**config.mk**
```make
export PLATFORM = sky130hd
export DESIGN_NAME = hsync_mask_gate
export DESIGN_NICKNAME = d
export VERILOG_FILES = /design/src/rtl/hsm_pkg.sv /design/src/rtl/hsm_rst_sync.sv /design/src/rtl/hsm_edge_sync.sv /design/src/rtl/hsm_window.sv /design/src/rtl/hsm_width_meas.sv /design/src/rtl/hsync_mask_gate.sv
export SDC_FILE = /design/constraint.sdc
export NUM_CORES = 1
export LEC_CHECK = 0
export BUFFER_PORTS_ARGS = -buffer_cell sky130_fd_sc_hd__clkbuf_2
export CAP_MARGIN = 20
export CELL_PAD_IN_SITES_DETAIL_PLACEMENT = 1
export CELL_PAD_IN_SITES_GLOBAL_PLACEMENT = 2
export CORE_MARGIN = 5
export CORE_UTILIZATION = 39
export CTS_CLUSTER_SIZE = 14
export DETAILED_ROUTE_END_ITERATION = 8
export PLACE_DENSITY_LB_ADDON = 0.1
export SYNTH_ARGS = -nofsm -noshare
export SYNTH_HDL_FRONTEND = slang
export SYNTH_HIERARCHICAL = 1
export SYNTH_SLANG_ARGS = --single-unit
```
**constraint.sdc**
```tcl
create_clock -name clk_ref -period 1.6 [get_ports clk_ref]
set_input_delay 0.08 -clock clk_ref [delete_from_list [all_inputs] [get_ports clk_ref]]
set_output_delay 0.08 -clock clk_ref [all_outputs]
set_load 0.01 [all_outputs]
```
**src/rtl/hsm_pkg.sv**
```systemverilog
package hsm_pkg;
  // Synchronized sync level together with its one-clock edge strobes.
  typedef struct packed {
    logic level;
    logic rise;
    logic fall;
  } sync_evt_t;
endpackage

```
**src/rtl/hsm_rst_sync.sv**
```systemverilog
module hsm_rst_sync #(
  parameter int STAGES = 2
) (
  input  logic clk,
  input  logic arst_n,
  output logic rst_n_sync
);
  logic [STAGES-1:0] pipe_q;
  logic [STAGES-1:0] pipe_d;

  always_comb begin
    pipe_d = {pipe_q[STAGES-2:0], 1'b1};
  end

  always_ff @(posedge clk or negedge arst_n) begin
    if (!arst_n) pipe_q <= '0;
    else         pipe_q <= pipe_d;
  end

  assign rst_n_sync = pipe_q[STAGES-1];
endmodule

```
**src/rtl/hsm_edge_sync.sv**
```systemverilog
module hsm_edge_sync
  import hsm_pkg::*;
#(
  parameter int STAGES = 2
) (
  input  logic      clk,
  input  logic      rst_n,
  input  logic      din,
  output sync_evt_t evt
);
  logic [STAGES-1:0] chain_q;
  logic [STAGES-1:0] chain_d;
  logic              last_q;
  logic              last_d;

  assign chain_d[0] = din;
  for (genvar i = 1; i < STAGES; i++) begin : g_chain
    assign chain_d[i] = chain_q[i-1];
  end

  always_comb begin
    last_d = chain_q[STAGES-1];
  end

  always_ff @(posedge clk or negedge rst_n) begin
    if (!rst_n) begin
      chain_q <= '0;
      last_q  <= 1'b0;
    end else begin
      chain_q <= chain_d;
      last_q  <= last_d;
    end
  end

  always_comb begin
    evt.level = chain_q[STAGES-1];
    evt.rise  = chain_q[STAGES-1] & ~last_q;
    evt.fall  = ~chain_q[STAGES-1] & last_q;
  end
endmodule

```
**src/rtl/hsm_window.sv**
```systemverilog
module hsm_window
  import hsm_pkg::*;
#(
  parameter int SET_W = 8
) (
  input  logic             clk,
  input  logic             rst_n,
  input  logic             en,
  input  logic [SET_W-1:0] width_set,
  input  sync_evt_t        evt,
  output logic             hs_out,
  output logic             accept,
  output logic             rel,
  output logic             busy
);
  localparam int CNT_W = SET_W + 1;

  logic [CNT_W-1:0] cnt_q, cnt_d;
  logic             act_q, act_d;
  logic [CNT_W-1:0] win_len;

  assign win_len = {width_set, 1'b0};

  always_comb begin
    cnt_d  = cnt_q;
    act_d  = act_q;
    accept = 1'b0;
    rel    = 1'b0;
    if (!en) begin
      act_d  = evt.level;
      cnt_d  = '0;
      accept = evt.rise;
      rel    = evt.fall & act_q;
    end else begin
      cnt_d = (cnt_q != '0) ? cnt_q - 1'b1 : '0;
      if (evt.rise && (cnt_q == '0)) begin
        act_d  = 1'b1;
        cnt_d  = win_len;
        accept = 1'b1;
      end else if (evt.fall && act_q) begin
        act_d = 1'b0;
        rel   = 1'b1;
      end
    end
  end

  always_ff @(posedge clk or negedge rst_n) begin
    if (!rst_n) begin
      cnt_q <= '0;
      act_q <= 1'b0;
    end else begin
      cnt_q <= cnt_d;
      act_q <= act_d;
    end
  end

  assign hs_out = act_q;
  assign busy   = (cnt_q != '0);
endmodule

```
**src/rtl/hsm_width_meas.sv**
```systemverilog
module hsm_width_meas #(
  parameter int MEAS_W = 8
) (
  input  logic              clk,
  input  logic              rst_n,
  input  logic              accept,
  input  logic              rel,
  output logic [MEAS_W-1:0] width_o
);
  localparam logic [MEAS_W-1:0] SAT = '1;

  logic [MEAS_W-1:0] cnt_q, cnt_d;
  logic [MEAS_W-1:0] wid_q, wid_d;
  logic              busy_q, busy_d;
  logic              cnt_en;

  assign cnt_en = busy_q && (cnt_q != SAT);

  always_comb begin
    cnt_d  = cnt_q;
    wid_d  = wid_q;
    busy_d = busy_q;
    if (rel) begin
      wid_d  = cnt_q;
      busy_d = 1'b0;
    end else if (accept) begin
      cnt_d  = {{(MEAS_W-1){1'b0}}, 1'b1};
      busy_d = 1'b1;
    end else if (cnt_en) begin
      cnt_d = cnt_q + 1'b1;
    end
  end

  always_ff @(posedge clk or negedge rst_n) begin
    if (!rst_n) begin
      cnt_q  <= '0;
      wid_q  <= '0;
      busy_q <= 1'b0;
    end else begin
      cnt_q  <= cnt_d;
      wid_q  <= wid_d;
      busy_q <= busy_d;
    end
  end

  assign width_o = wid_q;
endmodule

```
**src/rtl/hsync_mask_gate.sv**
```systemverilog
module hsync_mask_gate
  import hsm_pkg::*;
#(
  parameter int SET_W       = 8,
  parameter int MEAS_W      = 8,
  parameter int SYNC_STAGES = 2
) (
  input  logic              clk_ref,
  input  logic              rst_n,
  input  logic              hs_raw,
  input  logic              mask_en,
  input  logic [SET_W-1:0]  mask_en_width,
  output logic              hs_clean,
  output logic [MEAS_W-1:0] hs_width
);
  logic      rst_n_int;
  sync_evt_t evt;
  logic      accept;
  logic      rel;
  logic      win_busy;

  hsm_rst_sync #(.STAGES(2)) u_rst (
    .clk        (clk_ref),
    .arst_n     (rst_n),
    .rst_n_sync (rst_n_int)
  );

  hsm_edge_sync #(.STAGES(SYNC_STAGES)) u_sync (
    .clk   (clk_ref),
    .rst_n (rst_n_int),
    .din   (hs_raw),
    .evt   (evt)
  );

  hsm_window #(.SET_W(SET_W)) u_win (
    .clk       (clk_ref),
    .rst_n     (rst_n_int),
    .en        (mask_en),
    .width_set (mask_en_width),
    .evt       (evt),
    .hs_out    (hs_clean),
    .accept    (accept),
    .rel       (rel),
    .busy      (win_busy)
  );

  hsm_width_meas #(.MEAS_W(MEAS_W)) u_meas (
    .clk     (clk_ref),
    .rst_n   (rst_n_int),
    .accept  (accept),
    .rel     (rel),
    .width_o (hs_width)
  );
endmodule

```
==> key figures, run 1 <==
Outcome
  – Outcome: finished with violations
  – Violated checks: setup timing

Routing
  – Number of remaining DRC errors: 0
  – Total iterations of the first detailed-routing run: 4
  – Total via count after detailed routing: 1347
  – Vias per Instance: about 5.3
  – Count of routing violations after the opening detailed-route iteration: 47
  – Routed length per instance: 17.35 um
  – Drt total wl: between 4000 and 5000 um
  – Remaining number of nets flagged by the antenna check after routing: 0

Placed design
  – Total half-perimeter wirelength after legalization and detailed placement: 3028 um
  – # port buffers: 20
  – Total placed instance area: 1974 um2
  – RePlAce Congestion: 0.7841

Floorplan
  – Total I/O pin count: 21
  – Die H: roughly 73 um
  – Standard-cell rows: 23
  – Die Width: 73.18 um
  – Initial cell density of the core: 39.48%
  – Die area: 5355 um2
  – Core area: 3943 um2

Synthesis
  – Yosys Warn Count: 6
  – Syn Inst Count: 143
  – Post-synthesis xor/xnor area fraction: less than 1%
  – Summed instance area of the synthesized netlist: about 1600 um2
  – Count of cell types in the netlist: 51
  – Sequential area share after synthesis: 51.45%
  – Prevailing post-synth register cell: sky130_fd_sc_hd__dfrtp_1
  – Compound-cell area share of the yosys netlist: approximately 14%
  – Post-synthesis share of cell area spent on and, or, nand and nor gates: 19.77%
  – Post-synthesis share of cell area spent on full adders, half adders and majority gates: 1.608%
  – Post-synthesis net count: 157
  – Number of enable flip-flop cells after synthesis: 0
  – Multiplexer share of the synthesized area: 7.074%
  – Largest family of logic cells by synthesized area: simple AND/OR/NAND/NOR gates
  – Synth async-reset ratio: 100.0%
  – Synthesized area divided by synthesized cell count: approximately 11 um2
  – Number of synthesized register bits: 32

Layout
  – Filler Cells Inserted: 417
  – Final net count: 217
  – Fraction of layout cells with a size suffix above 1: 51.47%
  – Area added between synthesis and finish: 47.59%
  – Number of diodes: 0
  – Final instance area: around 2300 um2

Clock tree
  – Later-pin clock latency in the skew report: 0.28 ns
  – Root cell of the clock tree: sky130_fd_sc_hd__clkbuf_8
  – Number of buffers between clock root and the deepest sink: 2
  – Number of buffers inserted during clock tree synthesis: 5
  – Worst-path clk slew: 0.07 ns
  – CTS tree: done
  – H-Tree Level Count: 2
  – Number of clock sinks: 32

Timing
  – Number of max-slew violations in the final report: 0
  – Final setup violating endpoints: 21
  – Fmax achieved: 467.5 MHz
  – Ratio of final minimum period to clock period: 133.7%
  – Final number of hold-violating endpoints: 0
  – Clock tree skew after final layout: 0.003783 ns
  – Clock period minus final worst setup slack: 2.139 ns
  – Post-layout worst setup margin: -0.5391 ns
  – Smallest hold slack: 0.03337 ns
  – Setup repair after global routing missed its margin: yes

Worst setup path
  – Critical Path RT: around 1.8 ns
  – Worst path arrival time: 2.30 ns
  – Critical Path Max Stage Delay: 0.40 ns
  – Cells along the critical path: inv_2, ha_4, nor4b_4, and2_4, inv_4, a21boi_4, and3b_2, a41o_4, a221o_1
  – Top Family by Delay on Critical Path: compound AO/OA/AOI/OAI gates
  – CP Launch Type: flip-flop
  – Capturing element type of the critical path: flip-flop
  – Worst Path Max Fanout: 5
  – Crit path buf inv count: 2
  – Worst setup path class: flip-flop to flip-flop
  – Critical Path Slowest Stage Cell: sky130_fd_sc_hd__dfrtp_1

Global routing
  – Via count of the first global-routing pass: between 1000 and 1500
  – Busiest layer in global routing: met2
  – Largest net degree at the start of global routing: 31
  – Initial antenna violation count: 0
  – Global-route track usage on met3: 3.581%
  – Met2 global-route usage: roughly 33%
  – Met1 usage: 20.23%
  – Global-route wire length before repair: about 7300 um
  – All-Layer GR Usage: 17.83%
  – GRT overflow: 0

Hold path
  – Min-Delay Path Class: primary input to flip-flop

Power and ir drop
  – Power per Cell Area: ~2000 nW/um2
  – Static Leakage: approximately 1.0 nW
  – IR drop worst, VDD: 922.9 uV

Job
  – Max-cap violation count: 0
==> worst register-to-register path, stage by stage (launching register included) <==
cell and delay [ns]:
sky130_fd_sc_hd__dfrtp_1 0.40, sky130_fd_sc_hd__inv_2 0.08, sky130_fd_sc_hd__ha_4 0.13, sky130_fd_sc_hd__nor4b_4 0.20, sky130_fd_sc_hd__and2_4 0.20, sky130_fd_sc_hd__inv_4 0.04
sky130_fd_sc_hd__a21boi_4 0.12, sky130_fd_sc_hd__and3b_2 0.24, sky130_fd_sc_hd__a41o_4 0.28, sky130_fd_sc_hd__a221o_1 0.31
==> cells by family after synthesis <==
logic type,Yosys count
buffers and inverters,15
xor gates and xnor gates,1
DFF,32
other,1
adders and majority gates,2
muxes,10
AOI/OAI and AO/OA,30
and+or+nand+nor,52
==> Yosys cell counts, types with 2 or more instances <==
master | instances | share of area, %
sky130_fd_sc_hd__nor4_1 | 2 | 0.80
sky130_fd_sc_hd__o21ai_0 | 3 | 0.96
sky130_fd_sc_hd__inv_1 | 7 | 1.7
sky130_fd_sc_hd__dfrtp_1 | 32 | 51
sky130_fd_sc_hd__or3_1 | 3 | 1.2
sky130_fd_sc_hd__and3_1 | 2 | 0.80
sky130_fd_sc_hd__a21oi_1 | 5 | 1.6
sky130_fd_sc_hd__a31oi_1 | 2 | 0.80
sky130_fd_sc_hd__nor3_1 | 3 | 0.96
sky130_fd_sc_hd__buf_6 | 2 | 1.4
sky130_fd_sc_hd__or3_2 | 2 | 0.96
sky130_fd_sc_hd__clkbuf_1 | 3 | 0.72
sky130_fd_sc_hd__nand3_1 | 5 | 1.6
sky130_fd_sc_hd__nand4_1 | 2 | 0.80
sky130_fd_sc_hd__o21ai_1 | 4 | 1.3
sky130_fd_sc_hd__nand2b_1 | 3 | 1.2
sky130_fd_sc_hd__mux2_2 | 8 | 5.8
sky130_fd_sc_hd__nor2_1 | 6 | 1.4
sky130_fd_sc_hd__a221o_1 | 2 | 1.3
sky130_fd_sc_hd__a221oi_1 | 3 | 1.7
sky130_fd_sc_hd__nor2b_1 | 2 | 0.80
sky130_fd_sc_hd__mux2i_1 | 2 | 1.3
sky130_fd_sc_hd__nand2_1 | 11 | 2.7
sky130_fd_sc_hd__ha_1 | 2 | 1.6
==> sequential cells by signal, indices dropped and copies added, names as in the netlist <==
signal / cells
u_rst/pipe_q: 2
u_meas/width_o: 8
u_sync/chain_q: 2
u_win/hs_out: 1
u_meas/cnt_q: 8
u_meas/busy_q: 1
u_win/cnt_q: 9
u_sync/last_q: 1
==> metrics by stage <==
stage	TNS, ns	cells	total power (W)	setup WS, ns	util (%)
2_1_floorplan	-7.238	143	0.002482	-0.8055	-
3_5_place_dp	-9.197	239	0.003389	-0.8340	50.08
4_1_cts	-7.494	254	0.004572	-0.5692	57.38
3_3_place_gp	-6.977	239	0.003270	-0.6269	50.08
5_1_grt	-7.944	254	0.004998	-0.6212	58.27
6_report	-6.270	254	0.004689	-0.5391	58.27
==> placed cells by master (no fill, tap or decap), types with 5 or more instances in the layout <==
cell	netlist	final
sky130_fd_sc_hd__clkbuf_2	0	20
sky130_fd_sc_hd__clkbuf_8	0	7
sky130_fd_sc_hd__buf_4	1	30
sky130_fd_sc_hd__nand2_1	11	11
sky130_fd_sc_hd__mux2_2	8	8
sky130_fd_sc_hd__dfrtp_1	32	30
sky130_fd_sc_hd__inv_1	7	5
sky130_fd_sc_hd__nor2_1	6	6
sky130_fd_sc_hd__buf_6	2	7
sky130_fd_sc_hd__nand3_1	5	5
==> cell type report <==
type                       count  area, um2  share of cell area, %
inverter                       8      32.53                  1.416
timing repair buffer          59      424.2                  18.46
multi-input combinational     97      848.3                  36.93
sequential                    32      803.3                  34.97
clock buffer                   7      96.34                  4.194
clock inverter                 1      30.03                  1.307
tap                           50      62.56                  2.723
==> per-layer routing <==
layer	up-vias	share of wire, %
met5	-	0
met1	689	41
met3	3	2.5
met2	13	56
met4	0	0.86
li1	642	-
==> power by group <==
part | switching (W) | internal (W) | leakage, nW | total (W)
Combinational | 0.00113 | 0.00135 | 0.589 | 0.00248
Clock | 0.000304 | 0.000549 | 0.0645 | 0.000854
Sequential | 0.000249 | 0.00111 | 0.372 | 0.00136
Total | 0.00168 | 0.00301 | 1.02 | 0.00469
==> final timing paths <==
check                            startpoint                 to  slack, ns  cells after the start
max reg2reg                  u_win/cnt_q[0]    u_meas/cnt_q[3]      -0.54                      9
min in group asynchronous             rst_n    u_rst/pipe_q[1]       0.12                      2
min reg2reg                 u_rst/pipe_q[1]  u_sync/chain_q[1]       0.27                      1
min                        mask_en_width[1]     u_win/cnt_q[2]       0.03                      3
max in group asynchronous   u_rst/pipe_q[1]     u_win/cnt_q[3]       1.02                      1
max                          u_win/cnt_q[0]    u_meas/cnt_q[3]      -0.54                      9
==> timing repair <==
action	4_1_cts	5_1_grt
resized for setup	23	11
hold buffers	2	0
hold endpoints to repair	3	0
cloned	1	0
setup buffers	4	3
pin swaps	6	8
setup endpoints to repair	24	25
Power figures use the tool's default switching activity.
==> run 2: changes to the inputs <==
--- a/config.mk
+++ b/config.mk
@@ -5,6 +5,7 @@
 export SDC_FILE = /design/constraint.sdc
 export NUM_CORES = 1
 export LEC_CHECK = 0
+export ABC_CLOCK_PERIOD_IN_PS = 1600
 export BUFFER_PORTS_ARGS = -buffer_cell sky130_fd_sc_hd__clkbuf_2
 export CAP_MARGIN = 20
 export CELL_PAD_IN_SITES_DETAIL_PLACEMENT = 1
@@ -18,3 +19,4 @@
 export SYNTH_HDL_FRONTEND = slang
 export SYNTH_HIERARCHICAL = 1
 export SYNTH_SLANG_ARGS = --single-unit
+export TNS_END_PERCENT = 50
==> run 2 against run 1 <==
Against the previous run:
- the flow still finishes with violations (setup timing)
- design area shrank 5.1%
- sequential power hardly changed
- count of clock-buffer cells in the layout rose by 1
- first-iteration DRC count decreased by 21%
- sequential cell count unchanged
- die area stayed put
- via count decreased by 0.89%
- setup slack got worse by 0.085 ns
- clock skew is 0.0012 ns higher
- power shrank 9.0%
- fmax shrank 3.8%
- largest cell class is now registers
==> key figures, run 2 (synthesized netlist as in run 1, its figures left out) <==
Worst setup path
  – Number of cell instances on the worst register-to-register path: 9
  – Cells along the critical path: inv_1, ha_2, nor4b_4, and2_4, inv_4, a21boi_4, and3b_1, a41o_4, a221o_1
  – Critical Path Slowest Stage Cell: sky130_fd_sc_hd__dfrtp_1
  – Capturing element type of the critical path: flip-flop
  – Worst setup path class: flip-flop to flip-flop
  – Critical Path Max Stage Delay: 0.38 ns
  – Critical Path RT: 1.76 ns
  – Worst path arrival time: 2.38 ns
  – Register-to-Register Setup Slack: -0.62 ns
  – Worst Path Max Fanout: 8
  – CP Launch Type: flip-flop

Timing
  – Post-layout worst setup margin: -0.6245 ns
  – Smallest hold slack: 0.05497 ns
  – Final number of hold-violating endpoints: 0
  – Final setup violating endpoints: 21
  – Ratio of final minimum period to clock period: 139.0%
  – Setup repair after global routing missed its margin: yes
  – Clock tree skew after final layout: 0.004973 ns
  – Clock period minus final worst setup slack: roughly 2.2 ns
  – Fmax achieved: about 450 MHz
  – Number of max-slew violations in the final report: 0
  – Post-route setup TNS: -7.238 ns

Routing
  – Remaining number of nets flagged by the antenna check after routing: 0
  – Count of routing violations after the opening detailed-route iteration: 37
  – Routed length per instance: about 17 um
  – Total via count after detailed routing: 1335
  – Number of remaining DRC errors: 0
  – Total iterations of the first detailed-routing run: 4
  – Drt total wl: between 4000 and 5000 um
  – Vias per Instance: 5.340

Global routing
  – GRT overflow: 0
  – Largest net degree at the start of global routing: 31
  – Via count of the first global-routing pass: 1486
  – Initial antenna violation count: 0
  – Global-route wire length before repair: 7155 um
  – All-Layer GR Usage: 17.91%

Placed design
  – Total half-perimeter wirelength after legalization and detailed placement: ~3000 um
  – RePlAce Congestion: 0.7909
  – Total placed instance area: 1954 um2
  – # port buffers: 20

Layout
  – Final core utilization: 55.32%
  – Fraction of layout cells with a size suffix above 1: 45.50%
  – Area occupied by multi-input gates: between 800 and 900 um2
  – Final net count: 213
  – Area added between synthesis and finish: 40.11%
  – Final instance area: 2181 um2
  – Register with the highest flop count: u_win/cnt_q
  – Number of diodes: 0
  – Max FFs per register: 9
  – Most common library cell in the layout ignoring fill and taps: sky130_fd_sc_hd__dfrtp_1
  – Filler Cells Inserted: between 400 and 500
  – Area occupied by registers: 800.8 um2
  – Most frequent cells in the layout: sky130_fd_sc_hd__dfrtp_1, sky130_fd_sc_hd__buf_4, sky130_fd_sc_hd__clkbuf_2

Floorplan
  – Core area: 3943 um2
  – Die area: 5355 um2
  – Total I/O pin count: 21
  – Die Width: between 70 and 80 um
  – Die H: between 70 and 80 um
  – Standard-cell rows: 23
  – Initial cell density of the core: 39.48%

Power and ir drop
  – Power per Cell Area: 1956 nW/um2
  – IR drop worst, VDD: between 800 and 900 uV
  – Static Leakage: around 1 nW

Outcome
  – Violated checks: setup timing
  – Outcome: finished with violations

Clock tree
  – CTS tree: done
  – Number of clock sinks: 32
  – Root cell of the clock tree: sky130_fd_sc_hd__clkbuf_8
  – Worst-path clk slew: 0.07 ns
  – Number of buffers inserted during clock tree synthesis: 5
  – Number of buffers between clock root and the deepest sink: 2
  – H-Tree Level Count: 2
  – Later-pin clock latency in the skew report: ~0.28 ns

Job
  – Max-cap violation count: 0

Hold path
  – Hold-critical path depth: 3
  – Min-Delay Path Class: primary input to flip-flop
==> run 2: cell types whose count changed in the layout (fill, tap and decap cells not counted), moves of 2 or more <==
cell | before | now
sky130_fd_sc_hd__a21oi_1 | 3 | 5
sky130_fd_sc_hd__a21oi_2 | 2 | 0
sky130_fd_sc_hd__buf_6 | 7 | 5
sky130_fd_sc_hd__clkbuf_1 | 0 | 2
sky130_fd_sc_hd__dfrtp_1 | 30 | 32
sky130_fd_sc_hd__dfrtp_2 | 2 | 0
sky130_fd_sc_hd__inv_1 | 5 | 7
sky130_fd_sc_hd__inv_2 | 2 | 0
==> run 2: through the flow <==
| stage | std cells | setup WS (ns) | power [W] |
|---|---|---|---|
| 2_1_floorplan | 143 | -0.8055 | 0.002467 |
| 3_3_place_gp | 237 | -0.6511 | 0.003219 |
| 3_5_place_dp | 237 | -0.8095 | 0.003329 |
| 4_1_cts | 249 | -0.6025 | 0.004193 |
| 5_1_grt | 250 | -0.7454 | 0.004572 |
| 6_report | 250 | -0.6245 | 0.004266 |
==> run 2: area by class of cell <==
| class | count | share of cell area, % |
|---|---|---|
| inverter | 8 | 1.492 |
| timing repair buffer | 56 | 18.07 |
| sequential | 32 | 36.72 |
| clock buffer | 8 | 4.131 |
| multi-input combinational | 96 | 36.72 |
| tap | 50 | 2.869 |
==> run 2: path summary, 6_finish.rpt <==
check	startpoint	end
worst max register to register	u_win/cnt_q[1]	u_meas/cnt_q[3]
worst max-delay path	u_win/cnt_q[1]	u_meas/cnt_q[3]
worst min register to register	u_rst/pipe_q[1]	u_win/cnt_q[0]
min in group asynchronous	rst_n	u_rst/pipe_q[1]
max in group asynchronous	u_rst/pipe_q[1]	u_meas/cnt_q[1]
worst min-delay path	mask_en_width[1]	u_win/cnt_q[2]
==> run 2: where the power goes <==
| group | internal [W] | switching, W |
|---|---|---|
| sequential | 0.00110 | 0.000248 |
| combinational | 0.00124 | 0.00105 |
| clock | 0.000351 | 0.000283 |
==> run 2: worst max-delay path, delay by kind of cell, from the launching register on <==
family | cells | cell delay [ns]
AOI/OAI and AO/OA | 3 | 0.76
buffers and inverters | 2 | 0.10
adders and majority gates | 1 | 0.18
DFF | 1 | 0.38
and+or+nand+nor | 3 | 0.67
==> run 2: per-layer routing <==
metal / global-route usage, % / wire length (um) / up-vias
met5: 0 / 0 / -
met4: 6.557 / 42 / 0
met3: 3.857 / 136 / 4
met2: 34.66 / 2500 / 22
met1: 18.47 / 1587 / 680
li1: - / - / 629
==> run 2: timing repair <==
item                                    in CTS  in global routing
hold endpoints to repair                     3                  0
endpoints found under the setup margin      22                 23
hold buffers                                 2                  0
gates resized for setup                     17                  4
pin swaps                                    5                  3
setup buffers                                2                  1
==> run 3: changes to the inputs <==
--- a/config.mk
+++ b/config.mk
@@ -11,12 +11,11 @@
 export CELL_PAD_IN_SITES_DETAIL_PLACEMENT = 1
 export CELL_PAD_IN_SITES_GLOBAL_PLACEMENT = 2
 export CORE_MARGIN = 5
-export CORE_UTILIZATION = 39
+export CORE_UTILIZATION = 38
 export CTS_CLUSTER_SIZE = 14
 export DETAILED_ROUTE_END_ITERATION = 8
 export PLACE_DENSITY_LB_ADDON = 0.1
 export SYNTH_ARGS = -nofsm -noshare
 export SYNTH_HDL_FRONTEND = slang
-export SYNTH_HIERARCHICAL = 1
 export SYNTH_SLANG_ARGS = --single-unit
 export TNS_END_PERCENT = 50
==> run 3 against run 2 <==
Against the previous run:
- the flow still finishes with violations (setup timing)
- critical path type unchanged
- highest routed layer unchanged
- setup slack better by 0.47 ns
- combinational power shrank 33%
- critical path depth shrank 2
==> key figures, run 3 <==
Worst setup path
  – Capturing element type of the critical path: flip-flop
  – Top Family by Delay on Critical Path: simple AND/OR/NAND/NOR gates
  – CP Launch Type: flip-flop
  – Crit path buf inv count: 2
  – Critical Path Max Stage Delay: approximately 0.42 ns
  – Critical Path RT: 1.75 ns
  – Register-to-Register Setup Slack: -0.16 ns
  – Critical Path Slowest Stage Cell: sky130_fd_sc_hd__or3b_4
  – Worst Path Max Fanout: 4
  – Cells along the critical path: inv_1, ha_1, or3b_4, o31ai_4, and3b_2, buf_4, a211oi_1
  – Worst setup path class: flip-flop to flip-flop
  – Worst path arrival time: roughly 1.9 ns

Power and ir drop
  – Sw Ratio: a little over a third
  – Static Leakage: 0.9591 nW
  – Clock network fraction of design power: 19.5%
  – Internal power: roughly 0.0022 W
  – NetSw: 0.001201 W
  – Power per Cell Area: 1749 nW/um2
  – IR drop worst, VDD: 877.0 uV
  – Sequential cell fraction of total power: between 30 and 40%
  – Proportion of power drawn by combinational gates: ~44%

Clock tree
  – Root cell of the clock tree: sky130_fd_sc_hd__clkbuf_8
  – CTS tree: done
  – Total setup buffers inserted after CTS: 0
  – Number of buffers between clock root and the deepest sink: 2
  – Later-pin clock latency in the skew report: 0.28 ns
  – Number of clock sinks: 32
  – Worst-path clk slew: about 0.060 ns
  – Number of buffers inserted during clock tree synthesis: 5
  – H-Tree Level Count: 2

Timing
  – Post-layout worst setup margin: -0.1584 ns
  – Final number of hold-violating endpoints: 0
  – Clock period minus final worst setup slack: 1.758 ns
  – Fmax achieved: ~570 MHz
  – Ratio of final minimum period to clock period: 109.9%
  – Setup repair after global routing missed its margin: yes
  – Final setup violating endpoints: 18
  – Clock tree skew after final layout: between 0.005 and 0.006 ns
  – Number of max-slew violations in the final report: 0

Synthesis
  – Sequential area share after synthesis: between 50% and 60%
  – Syn Inst Count: 144
  – Synth top area share: 54.98%
  – Number of synthesized register bits: 32
  – Count of cell types in the netlist: 35
  – Prevailing post-synth register cell: sky130_fd_sc_hd__dfrtp_1
  – Summed instance area of the synthesized netlist: 1456 um2
  – Cell types with the highest counts after synthesis: sky130_fd_sc_hd__nand2_1, sky130_fd_sc_hd__dfrtp_1, sky130_fd_sc_hd__nor2_1, sky130_fd_sc_hd__o21ai_0, sky130_fd_sc_hd__nor3_1
  – Count leader, synth: sky130_fd_sc_hd__nand2_1
  – Synth async-reset ratio: 100.0%
  – Largest cells by area after synthesis: sky130_fd_sc_hd__dfrtp_1, sky130_fd_sc_hd__nand2_1, sky130_fd_sc_hd__o21ai_0
  – Post-synthesis net count: about 160
  – Number of enable flip-flop cells after synthesis: 0
  – Yosys Warn Count: 0
  – Synthesized area divided by synthesized cell count: between 10 and 15 um2
  – Cell type contributing the most total cell area after synthesis: sky130_fd_sc_hd__dfrtp_1

Global routing
  – Via count of the first global-routing pass: 1450
  – Global-route wire length before repair: 6423 um
  – All-Layer GR Usage: between 15 and 20%
  – Largest net degree at the start of global routing: 31
  – GRT overflow: 0
  – Initial antenna violation count: 0

Layout
  – Fraction of layout cells with a size suffix above 1: 32.49%
  – Max FFs per register: 9
  – Register with the highest flop count: u_win.cnt_q
  – Most common library cell in the layout ignoring fill and taps: sky130_fd_sc_hd__nand2_1
  – Final core utilization: about 53%
  – Number of diodes: 0
  – Final net count: 211
  – Area added between synthesis and finish: 34.88%
  – Most frequent cells in the layout: sky130_fd_sc_hd__nand2_1, sky130_fd_sc_hd__dfrtp_1, sky130_fd_sc_hd__buf_4

Floorplan
  – Total I/O pin count: 21
  – Die H: between 70 and 80 um
  – Core area: 3689 um2
  – Standard-cell rows: 22
  – Die area: roughly 5200 um2
  – Die Width: 71.91 um
  – Initial cell density of the core: 39.48%

Hold path
  – Min-Delay Path Class: primary input to flip-flop

Placed design
  – # port buffers: 20
  – Total half-perimeter wirelength after legalization and detailed placement: 2716 um
  – RePlAce Congestion: 0.8092
  – DP Worst Slack: -0.2681 ns

Job
  – Max-cap violation count: 0

Routing
  – Total iterations of the first detailed-routing run: 4
  – Vias per Instance: roughly 5
  – Drt total wl: 3597 um
  – Routed length per instance: 14.68 um
  – Count of routing violations after the opening detailed-route iteration: 47
  – Number of remaining DRC errors: 0
  – Remaining number of nets flagged by the antenna check after routing: 0
  – Total via count after detailed routing: 1236

Outcome
  – Violated checks: setup timing
  – Outcome: finished with violations
run 3: cell families after synthesis:
group | Yosys count | share of synthesized area, %
AO/OA/AOI/OAI | 20 | 9.365
XOR/XNOR | 6 | 3.609
adder cells (fa/ha/maj) | 2 | 1.718
buffers and inverters | 7 | 2.405
flip-flops | 32 | 54.98
multiplexers | 3 | 2.062
other | 1 | 0.2575
AND/OR/NAND/NOR | 73 | 25.60
run 3: power groups by stage:
| stage | sequential (W) | combinational (W) | clock, W |
|---|---|---|---|
| after floorplan | 0.00130 | 0.000718 | 0 |
| after global placement | 0.00123 | 0.00135 | 0 |
| after detailed placement | 0.00125 | 0.00140 | 0 |
| after CTS | 0.00124 | 0.00149 | 0.000694 |
| after global routing | 0.00127 | 0.00169 | 0.000733 |
| final | 0.00124 | 0.00152 | 0.000670 |
run 3: path summary, 6_finish.rpt:
path,startpoint,to,cells after the start
min in group asynchronous,rst_n,u_rst.pipe_q[1],2
max in group asynchronous,u_rst.pipe_q[1],u_win.cnt_q[0],1
setup / recovery,u_win.cnt_q[0],u_meas.cnt_q[7],7
hold / removal,mask_en_width[2],u_win.cnt_q[3],2
setup reg to reg,u_win.cnt_q[0],u_meas.cnt_q[7],7
hold reg to reg,u_rst.pipe_q[1],u_sync.last_q,1
run 3: per-stage QoR:
step / hold WS [ns] / cell area (um2) / power [W] / std cells / setup TNS [ns]
final: 0.004453 / 1964 / 0.003436 / 245 / -2.012
after global routing: 0.01261 / 1964 / 0.003692 / 245 / -3.923
after CTS: 0.0003677 / 1946 / 0.003428 / 245 / -2.428
after detailed placement: -0.1280 / 1795 / 0.002650 / 235 / -3.402
after global placement: -0.1349 / 1795 / 0.002577 / 235 / -1.988
after floorplan: -0.2156 / 1463 / 0.002013 / 144 / -2.851
run 3: what timing repair did:
item | CTS | global route
gates resized for setup | 6 | 7
hold buffers | 3 | 0
hold endpoints to repair | 4 | 0
endpoints found under the setup margin | 19 | 19
run 3: layout make-up:
class / count / area [um2]
clock buffer: 7 / 96.34
inverter: 3 / 11.26
fill: 442 / 1724
tap: 48 / 60.06
timing repair buffer: 50 / 344.1
sequential: 32 / 800.8
multi-input combinational: 105 / 651.9
run 3: worst register-to-register path: cells and delay by family (launching register included):
family / cells / cell delay, ns
and+or+nand+nor: 2 / 0.65
DFF: 1 / 0.40
AOI/OAI and AO/OA: 2 / 0.23
buffers and inverters: 2 / 0.20
adders and majority gates: 1 / 0.15
run 3: layer usage:
layer | part of all wire, % | GRT usage, % | vias to the layer above
met5 | 0 | 0 | -
met1 | 38 | 16.62 | 605
met4 | 2.9 | 7.516 | 0
met3 | 4.1 | 4.155 | 11
met2 | 54 | 30.20 | 25
li1 | - | - | 595
